`src/rtl/memdec_pkg.sv`:
```
package memdec_pkg;
  localparam int ADDR_W   = 20;
  // slow bank: top 32 KB, device index from a 3-bit slice
  localparam int ROM_N    = 8;
  localparam int ROM_IDX  = 12;
  localparam int ROM_TAGL = 15;
  localparam int ROM_TAGW = ADDR_W - ROM_TAGL;
  localparam int ROM_TAGV = (1 << ROM_TAGW) - 1;
  // fast bank: bottom 512 KB, device index from a 4-bit slice
  localparam int RAM_N    = 16;
  localparam int RAM_IDX  = 15;
  localparam int RAM_TAGL = ADDR_W - 1;
  localparam int RAM_TAGW = 1;
  localparam int RAM_TAGV = 0;
endpackage

```
`src/rtl/region_dec.sv`:
```
module region_dec #(
  parameter int ADDR_W = 20,
  parameter int DEV_N  = 8,
  parameter int IDX_LO = 12,
  parameter int TAG_LO = 15,
  parameter int TAG_W  = 5,
  parameter int TAG_V  = 31
) (
  input  logic              clk,
  input  logic              rst_n,
  input  logic [ADDR_W-1:0] addr,
  input  logic              mem_cyc,
  output logic              hit,
  output logic [DEV_N-1:0]  sel_n
);
  localparam int IDX_W = $clog2(DEV_N);

  logic [IDX_W-1:0] idx;

  always_comb begin
    hit = mem_cyc && (addr[TAG_LO +: TAG_W] == TAG_W'(TAG_V));
    idx = addr[IDX_LO +: IDX_W];
  end

  for (genvar d = 0; d < DEV_N; d++) begin : g_dev
    always_comb sel_n[d] = !(hit && (idx == IDX_W'(d)));
  end

  // a region never drives two of its own selects at once
  assert_region_onehot_R10: assert property (@(posedge clk) disable iff (!rst_n)
    $onehot0(~sel_n));
  assert_region_hit_sel_R1: assert property (@(posedge clk) disable iff (!rst_n)
    hit |-> ($countones(~sel_n) == 1));
endmodule

```
`src/rtl/wait_gen.sv`:
```
module wait_gen #(
  parameter int WAIT_STATES = 1
) (
  input  logic clk,
  input  logic rst_q_n,
  input  logic slow_acc,
  output logic wait_req
);
  localparam int CW = (WAIT_STATES < 1) ? 1 : $clog2(WAIT_STATES + 1);

  if (WAIT_STATES == 0) begin : g_none
    always_comb wait_req = 1'b0;
  end else begin : g_cnt
    localparam logic [CW-1:0] LIM = CW'(WAIT_STATES);
    logic [CW-1:0] cnt_q, cnt_d;
    logic          cnt_en;

    always_comb begin
      cnt_en = 1'b1;
      cnt_d  = cnt_q;
      if (!slow_acc)         cnt_d = '0;
      else if (cnt_q != LIM) cnt_d = cnt_q + 1'b1;
      else                   cnt_en = 1'b0;
      wait_req = slow_acc && (cnt_q != LIM);
    end

    always_ff @(posedge clk or negedge rst_q_n) begin
      if (!rst_q_n)    cnt_q <= '0;
      else if (cnt_en) cnt_q <= cnt_d;
    end

    assert_wait_start_R6: assert property (@(posedge clk) disable iff (!rst_q_n)
      $rose(slow_acc) |-> wait_req);
    assert_wait_stays_off_R6: assert property (@(posedge clk) disable iff (!rst_q_n)
      (slow_acc && !wait_req) |=> !wait_req);
    assert_wait_needs_acc_R6: assert property (@(posedge clk) disable iff (!rst_q_n)
      wait_req |-> slow_acc);
  end
endmodule

```
`src/rtl/memmap_cs_dec.sv`:
```
module memmap_cs_dec
  import memdec_pkg::*;
#(
  parameter int WAIT_STATES = 1
) (
  input  logic              clk,
  input  logic              rst_n,
  input  logic [ADDR_W-1:0] addr,
  input  logic              io_m,
  input  logic              rd_n,
  input  logic              wr_n,
  output logic [ROM_N-1:0]  rom_cs_n,
  output logic [RAM_N-1:0]  ram_cs_n,
  output logic              rom_oe_n,
  output logic              ram_oe_n,
  output logic              ram_we_n,
  output logic              wait_req
);
  logic [1:0] rst_sync_q;
  logic       rst_q_n;
  logic       mem_cyc, rom_hit, ram_hit, rom_acc;

  // asynchronous assert, synchronous release
  always_ff @(posedge clk or negedge rst_n) begin
    if (!rst_n) rst_sync_q <= 2'b00;
    else        rst_sync_q <= {rst_sync_q[0], 1'b1};
  end
  assign rst_q_n = rst_sync_q[1];

  assign mem_cyc = !io_m;

  region_dec #(
    .ADDR_W(ADDR_W), .DEV_N(ROM_N), .IDX_LO(ROM_IDX),
    .TAG_LO(ROM_TAGL), .TAG_W(ROM_TAGW), .TAG_V(ROM_TAGV)
  ) u_rom (
    .clk(clk), .rst_n(rst_q_n), .addr(addr), .mem_cyc(mem_cyc),
    .hit(rom_hit), .sel_n(rom_cs_n)
  );

  region_dec #(
    .ADDR_W(ADDR_W), .DEV_N(RAM_N), .IDX_LO(RAM_IDX),
    .TAG_LO(RAM_TAGL), .TAG_W(RAM_TAGW), .TAG_V(RAM_TAGV)
  ) u_ram (
    .clk(clk), .rst_n(rst_q_n), .addr(addr), .mem_cyc(mem_cyc),
    .hit(ram_hit), .sel_n(ram_cs_n)
  );

  always_comb begin
    rom_oe_n = rom_hit ? rd_n : 1'b1;
    ram_oe_n = ram_hit ? rd_n : 1'b1;
    ram_we_n = ram_hit ? wr_n : 1'b1;
    rom_acc  = rom_hit && !(rd_n && wr_n);
  end

  wait_gen #(.WAIT_STATES(WAIT_STATES)) u_wait (
    .clk(clk), .rst_q_n(rst_q_n), .slow_acc(rom_acc), .wait_req(wait_req)
  );

  assert_single_sel_R10: assert property (@(posedge clk) disable iff (!rst_n)
    $countones({~rom_cs_n, ~ram_cs_n}) <= 1);
  assert_io_quiet_R3: assert property (@(posedge clk) disable iff (!rst_n)
    io_m |-> (&rom_cs_n && &ram_cs_n && rom_oe_n && ram_oe_n && ram_we_n && !wait_req));
  assert_ram_nowait_R7: assert property (@(posedge clk) disable iff (!rst_n)
    (ram_cs_n != '1) |-> !wait_req);
  assert_rom_oe_sel_R8: assert property (@(posedge clk) disable iff (!rst_n)
    !rom_oe_n |-> (rom_cs_n != '1));
  assert_ram_en_sel_R9: assert property (@(posedge clk) disable iff (!rst_n)
    (!ram_oe_n || !ram_we_n) |-> (ram_cs_n != '1));
endmodule

```
`config.mk`:
```
export PLATFORM = sky130hd
export DESIGN_NAME = memmap_cs_dec
export DESIGN_NICKNAME = d
export VERILOG_FILES = /design/src/rtl/memdec_pkg.sv /design/src/rtl/region_dec.sv /design/src/rtl/wait_gen.sv /design/src/rtl/memmap_cs_dec.sv
export SDC_FILE = /design/constraint.sdc
export NUM_CORES = 1
export LEC_CHECK = 0
export CAP_MARGIN = 20
export CORE_MARGIN = 2
export CORE_UTILIZATION = 22
export CTS_BUF_LIST = sky130_fd_sc_hd__clkbuf_8 sky130_fd_sc_hd__clkbuf_16
export DETAILED_ROUTE_END_ITERATION = 8
export PLACE_DENSITY = 0.76
export SLEW_MARGIN = 20
export SYNTH_ARGS = -nofsm -noshare
export SYNTH_HDL_FRONTEND = slang
export SYNTH_SLANG_ARGS = --single-unit
export TNS_END_PERCENT = 10
```
`constraint.sdc`:
```
create_clock -name clk -period 0.9 [get_ports clk]
set_clock_uncertainty 0.2 [all_clocks]
set_input_delay 0.09 -clock clk [delete_from_list [all_inputs] [get_ports clk]]
set_output_delay 0.09 -clock clk [all_outputs]
set_load 0.01 [all_outputs]
```
==> results of run 1 <==
-- layout make-up --
| cell class | instances | area (um^2) |
|---|---|---|
| clock buffers | 3 | 41.3 |
| clock inverters | 1 | 3.75 |
| fillers | 146 | 663 |
| multi-input cells | 47 | 399 |
| flip-flops and latches | 3 | 75.1 |
| well taps | 25 | 31.3 |
| repair buffers | 60 | 494 |
-- stage by stage --
| step | cell area, um^2 | utilization | total power (uW) | setup TNS (ps) | setup slack [ps] |
|---|---|---|---|---|---|
| 2_1_floorplan | 465 | - | 247 | -1670 | -126 |
| 3_3_place_gp | 955 | 0.559 | 380 | -29170 | -1080 |
| 3_5_place_dp | 955 | 0.559 | 385 | -30060 | -1120 |
| 4_1_cts | 1010 | 0.594 | 815 | -7580 | -431 |
| 5_1_grt | 1040 | 0.612 | 864 | -8770 | -469 |
| 6_report | 1040 | 0.612 | 816 | -7710 | -412 |
-- power breakdown --
part | switching (uW) | total [uW] | internal, uW
Combinational | 130 | 294 | 164
Sequential | 1.49 | 142 | 141
Clock | 89.0 | 379 | 290
-- critical path, delay by kind of cell (launching register included) --
family	cells	cell delay [ps]
AO/OA/AOI/OAI	1	260
buffers and inverters	1	180
flip-flops	1	380
-- flip-flops by register name, summed over array words and instances (netlist names) --
register            count
rst_sync_q              2
u_wait.g_cnt.cnt_q      1
-- Yosys cell counts --
| master | instances | area (um^2) |
|---|---|---|
| nand2_1 | 12 | 45.0 |
| and4bb_1 | 1 | 12.5 |
| dfrtp_1 | 3 | 75.1 |
| nor4_4 | 1 | 21.3 |
| nor2b_1 | 4 | 25.0 |
| nand4_1 | 3 | 18.8 |
| nand3_1 | 11 | 55.1 |
| and4b_1 | 1 | 10.0 |
| a2111oi_2 | 1 | 15.0 |
| nand2b_1 | 1 | 6.26 |
| buf_2 | 4 | 20.0 |
| and3b_1 | 2 | 17.5 |
| a211oi_1 | 1 | 7.51 |
| nor4b_2 | 2 | 30.0 |
| or3_1 | 2 | 12.5 |
| conb_1 | 1 | 3.75 |
| nor2_1 | 3 | 11.3 |
| and4_1 | 1 | 8.76 |
-- layout by cell type, fill, tap and decap left out, types with 3 or more instances in the layout --
cell / count
buf_2: 27
buf_4: 11
buf_6: 10
buf_8: 3
clkbuf_8: 3
dfrtp_1: 3
dlygate4sd2_1: 3
nand2_1: 10
nand3_1: 7
nand3_2: 3
nand4_1: 3
-- worst max path at each step --
stage	endpoint	slack, ps	cells after the start
after detailed placement	wait_req	-1120	4
after global routing	wait_req	-470	2
after global placement	wait_req	-1080	4
after CTS	wait_req	-430	2
final	wait_req	-410	2
after floorplan	wait_req	-130	1
-- repair_timing --
action | CTS | global route
resized for setup | 176 | 9
setup buffers | 7 | 0
hold endpoints to repair | 3 | 3
cloned | 1 | 0
pin swaps | 12 | 1
endpoints found under the setup margin | 29 | 28
-- per-layer routing --
| layer | GRT usage | up-vias | wire [um] |
|---|---|---|---|
| met5 | 0 | - | 0 |
| met4 | 0.114 | 0 | 45 |
| met3 | 0.0235 | 4 | 71 |
| met2 | 0.322 | 20 | 984 |
| met1 | 0.200 | 292 | 676 |
| li1 | - | 315 | - |
-- kinds of logic after synthesis --
group	after synthesis
other	1
DFF	3
AOI/OAI and AO/OA	2
buffers and inverters	4
and+or+nand+nor	44
==> out/results.tsv, run 1 <==
stage	metric	value	unit
placed_design	port bufs	40	
clocking	CTS tree	yes	
global_route	Total GRT Usage	0.182	
critical_path	Cell Chain, Critical Path	a2111oi_4 > buf_2	
clocking	total clock buffers created by CTS	3	
sta	Achievable Freq	762	MHz
critical_path	reg2reg path depth	1	
yosys	Post-Syn Instances	54	
yosys	post-synthesis mux area share	0	
final_layout	area grow syn2layout	164	%
yosys	synthesized cell area	395	um^2
clocking	H-tree depth	1	
global_route	first-pass GRT wire length	2750	um
power	Static Leak	0.000429	uW
clocking	Clk pin slew, worst setup/hold paths	30	ps
critical_path	CP required	610	ps
die	die area	0.00215	mm^2
sta	fin crit period	1310	ps
detailed_routing	Pre-antenna DRT Iters	4	
final_layout	Non-Filler Instances	139	
detailed_routing	drt wl/cell	12.8	um
die	I/O pins	53	
placed_design	Final HPWL DP	1250	um
yosys	syn_nets	79	
critical_path	crit path DAT	1020	ps
clocking	hold buffer count at cts	1	
global_route	gr ovfl total	0	
status	status	finished, violations left	
final_layout	NumNets Final	140	
die	Die Wd	46.4	um
yosys	XOR/XNOR Fraction of Synth Area	0	
sta	final setup margin	-412	ps
critical_path	r2r startpoint	rst_sync_q[1]$_DFF_PN0_	
yosys	sequential area share after synthesis	0.190	
yosys	main combinational cell family by area after synthesis	simple AND/OR/NAND/NOR gates	
critical_path	worst setup path category	reg2out	
sta	final setup violation count	28	
detailed_routing	final antenna-violating net count	0	
run	Max Cap Viol	0	
die	Starting Density	0.232	
final_layout	layout cells sized above 1	0.693	
status	violations in the final reports	hold timing, setup timing	
global_route	vias in the first global route	616	
final_layout	diode count	0	
clocking	CTS Sinks	3	
global_route	largest net degree at the start of global routing	7	
sta	unrepaired setup endpoints after global routing	yes	
detailed_routing	Post-route DRC	0	
detailed_routing	number of vias in the routed layout	631	
critical_path	CP max FO	1	
critical_path	Reg2Reg Setup Slack	70	ps
critical_path	reg2reg end	u_wait.g_cnt.cnt_q$_DFFE_PN0P_	
detailed_routing	vias per std cell	4.54	
critical_path	Critical Path Max Stage Delay	380	ps
hold_path	HP Class	in2async	
power	Max IR drop VDD	1.22	mV
yosys	synthesized flop and latch total	3	
detailed_routing	DRT Wirelength	1780	um
clocking	clock buffer depth	2	
sta	count of pins over their slew limit	0	
critical_path	slowest CP cell	dfrtp_1	
die	Core Rows	15	
die	die height	46.4	um
yosys	Synth Area in Adders	0	
clocking	Root Driver	clkbuf_8	
die	core box area	0.00171	mm^2
global_route	initial antenna violation count	0	
clocking	Skew-Pair Late Insertion Delay	210	ps
yosys	Compound-Gate Fraction of Synth Area	0.0570	
sta	Hold Fails Final Rpt	3	
critical_path	CP endpoint kind	primary output	
yosys	Syn Area/Cell	7.32	um^2
power	Power Density	781	mW/mm^2
yosys	Simple-Gate Fraction of Synth Area	0.693	
sta	Final period util	1.46	
yosys	Netlist cell types	18	
placed_design	Placed Cells	126	
yosys	Synth warnings	0	
sta	worst hold slack	-156	ps
critical_path	startpoint types	flop	
placed_design	routability congestion estimate	0.746	
critical_path	Critical Path Source	u_wait.g_cnt.cnt_q$_DFFE_PN0P_	
detailed_routing	DR iter-0 viols	4	
No activity file was read; power rests on OpenSTA's default activity.
==> run 2, diff against run 1 <==
--- a/config.mk
+++ b/config.mk
@@ -8,9 +8,10 @@
 export CAP_MARGIN = 20
 export CORE_MARGIN = 2
 export CORE_UTILIZATION = 22
-export CTS_BUF_LIST = sky130_fd_sc_hd__clkbuf_8 sky130_fd_sc_hd__clkbuf_16
+export CTS_BUF_LIST = sky130_fd_sc_hd__clkbuf_4
 export DETAILED_ROUTE_END_ITERATION = 8
-export PLACE_DENSITY = 0.76
+export PLACE_DENSITY = 0.72
+export REMOVE_ABC_BUFFERS = 1
 export SLEW_MARGIN = 20
 export SYNTH_ARGS = -nofsm -noshare
 export SYNTH_HDL_FRONTEND = slang
==> out/results.tsv, run 2 (synthesis gave the netlist of run 1 again) <==
stage	metric	value	unit	change
clocking	CTS tree	yes		
die	Starting Density	0.232		unchanged
power	Logic pwr share	0.417		+0.057
hold_path	HP Class	in2async		
sta	Achievable Freq	739	MHz	-3.0%
die	Core Rows	15		unchanged
critical_path	CP max FO	1		unchanged
placed_design	DP Area	920	um^2	-3.7%
power	Power Density	688	mW/mm^2	-12%
critical_path	startpoint types	flop		
critical_path	worst setup path category	reg2out		
critical_path	reg2reg end	u_wait.g_cnt.cnt_q$_DFFE_PN0P_		
sta	final setup violation count	28		unchanged
final_layout	FILL cells	156		+6.8%
die	Die Wd	46.4	um	unchanged
sta	Hold Fails Final Rpt	2		-1
power	Net Sw Frac	0.286		+0.0151
sta	worst hold slack	-177	ps	-20.9 ps
final_layout	largest registers	rst_sync_q x2, u_wait.g_cnt.cnt_q x1		
final_layout	most frequent cells in the layout	buf_2 (29), buf_6 (16), nand2_1 (12), buf_4 (12), nand3_1 (8)		
global_route	largest net degree at the start of global routing	9		+2
final_layout	NumNets Final	145		+3.6%
detailed_routing	DRT Wirelength	1710	um	-4.0%
run	Max Cap Viol	0		unchanged
detailed_routing	Pre-antenna DRT Iters	4		unchanged
sta	final setup margin	-453	ps	-40.4 ps
global_route	initial antenna violation count	0		unchanged
clocking	CTS Sinks	3		unchanged
clocking	total clock buffers created by CTS	3		unchanged
detailed_routing	Post-route DRC	0		unchanged
detailed_routing	drt wl/cell	11.8	um	-7.4%
sta	unrepaired setup endpoints after global routing	yes		
critical_path	Reg2Reg Setup Slack	60	ps	about the same
die	core box area	0.00171	mm^2	unchanged
detailed_routing	DR iter-0 viols	7		+3
critical_path	CP endpoint	wait_req		
detailed_routing	number of vias in the routed layout	647		+2.5%
critical_path	Critical Path Source	u_wait.g_cnt.cnt_q$_DFFE_PN0P_		
detailed_routing	final antenna-violating net count	0		unchanged
power	clock power share	0.381		-0.084
critical_path	CP required	610	ps	about the same
final_layout	commonest non-fill, non-tap cell in the layout	buf_2		
power	P_int	499	uW	-16%
die	die area	0.00215	mm^2	unchanged
sta	final setup TNS	-7950	ps	-238 ps
clocking	clock buffer depth	2		unchanged
power	Seq pwr share	0.203		+0.029
clocking	Root Driver	clkbuf_4		
power	Overall Power	699	uW	-14%
final_layout	Final Cell Area	0.00101	mm^2	-2.9%
final_layout	max reg flops	2		unchanged
final_layout	diode count	0		unchanged
die	die height	46.4	um	unchanged
clocking	Skew-Pair Late Insertion Delay	230	ps	+20 ps
final_layout	most flop-heavy register	rst_sync_q		
power	Static Leak	0.000421	uW	-1.8%
final_layout	area grow syn2layout	157	%	
detailed_routing	vias per std cell	4.49		-1.0%
final_layout	layout cells sized above 1	0.697		+0.00450
die	I/O pins	53		unchanged
power	Max IR drop VDD	0.764	mV	-37%
global_route	Total GRT Usage	0.150		-0.0319
clocking	Clk pin slew, worst setup/hold paths	40	ps	about the same
sta	Final period util	1.50		+0.0449
placed_design	routability congestion estimate	0.773		+3.7%
placed_design	Final HPWL DP	1150	um	-8.0%
sta	fin crit period	1350	ps	+40.4 ps
global_route	gr ovfl total	0		unchanged
critical_path	CP endpoint kind	primary output		
critical_path	crit path DAT	1060	ps	+40 ps
global_route	first-pass GRT wire length	2430	um	-12%
status	violations in the final reports	hold timing, setup timing		
clocking	H-tree depth	1		unchanged
final_layout	Final Core Density	0.594		-0.0176
placed_design	port bufs	40		unchanged
critical_path	r2r startpoint	rst_sync_q[1]$_DFF_PN0_		
status	status	finished, violations left		
sta	count of pins over their slew limit	0		unchanged
critical_path	reg2reg path depth	1		unchanged
power	Switch Pwr	200	uW	-9.6%
global_route	vias in the first global route	569		-7.6%
clocking	hold buffer count at cts	1		unchanged
run 2: worst max-delay path, stage by stage, from the launching register on:
cell and delay, ps:
dfrtp_1 390, a2111oi_4 270, buf_2 180
run 2: metal layers:
| layer | up-vias | global-route usage | routed length, um | share of wire |
|---|---|---|---|---|
| li1 | 327 | - | - | - |
| met2 | 14 | 0.292 | 978 | 0.57 |
| met3 | 0 | 0 | 66 | 0.039 |
| met4 | 0 | 0.0343 | 0 | 0 |
| met1 | 306 | 0.179 | 661 | 0.39 |
| met5 | - | 0 | 0 | 0 |
run 2: worst min path at each step:
stage                                                 to  slack [ps]  cells past startpoint
after floorplan                  rst_sync_q[0]$_DFF_PN0_        -410                      0
after global placement    u_wait.g_cnt.cnt_q$_DFFE_PN0P_        -200                      0
after detailed placement  u_wait.g_cnt.cnt_q$_DFFE_PN0P_        -200                      0
after CTS                        rst_sync_q[0]$_DFF_PN0_        -180                      1
after global routing             rst_sync_q[0]$_DFF_PN0_        -170                      1
final                            rst_sync_q[0]$_DFF_PN0_        -180                      1
run 2: cell type report:
class,count,area [um^2],area share
tap,25,31.3,0.0308
sequential,3,75.1,0.0740
timing repair buffer,65,497,0.490
multi-input combinational,47,382,0.376
clock buffer,4,30.0,0.0296
run 2: per-stage QoR:
stage,worst slack [ps],instances
floorplan,-178,50
global placement,-1170,130
detailed placement,-1240,130
CTS,-543,143
global route,-488,144
finish,-453,144
run 2: timing repair:
action / 4_1_cts / 5_1_grt
hold endpoints to repair: 4 / 2
gates cloned: 2 / 0
setup buffers: 6 / 1
resized for setup: 173 / 16
pin swaps: 12 / 8
setup endpoints to repair: 29 / 29
run 2: power groups by stage:
stage | Clock (uW) | Sequential [uW] | Combinational [uW]
floorplan | 0 | 143 | 54.2
global placement | 0 | 144 | 219
detailed placement | 0 | 144 | 222
CTS | 279 | 141 | 265
global route | 284 | 142 | 312
finish | 266 | 142 | 291
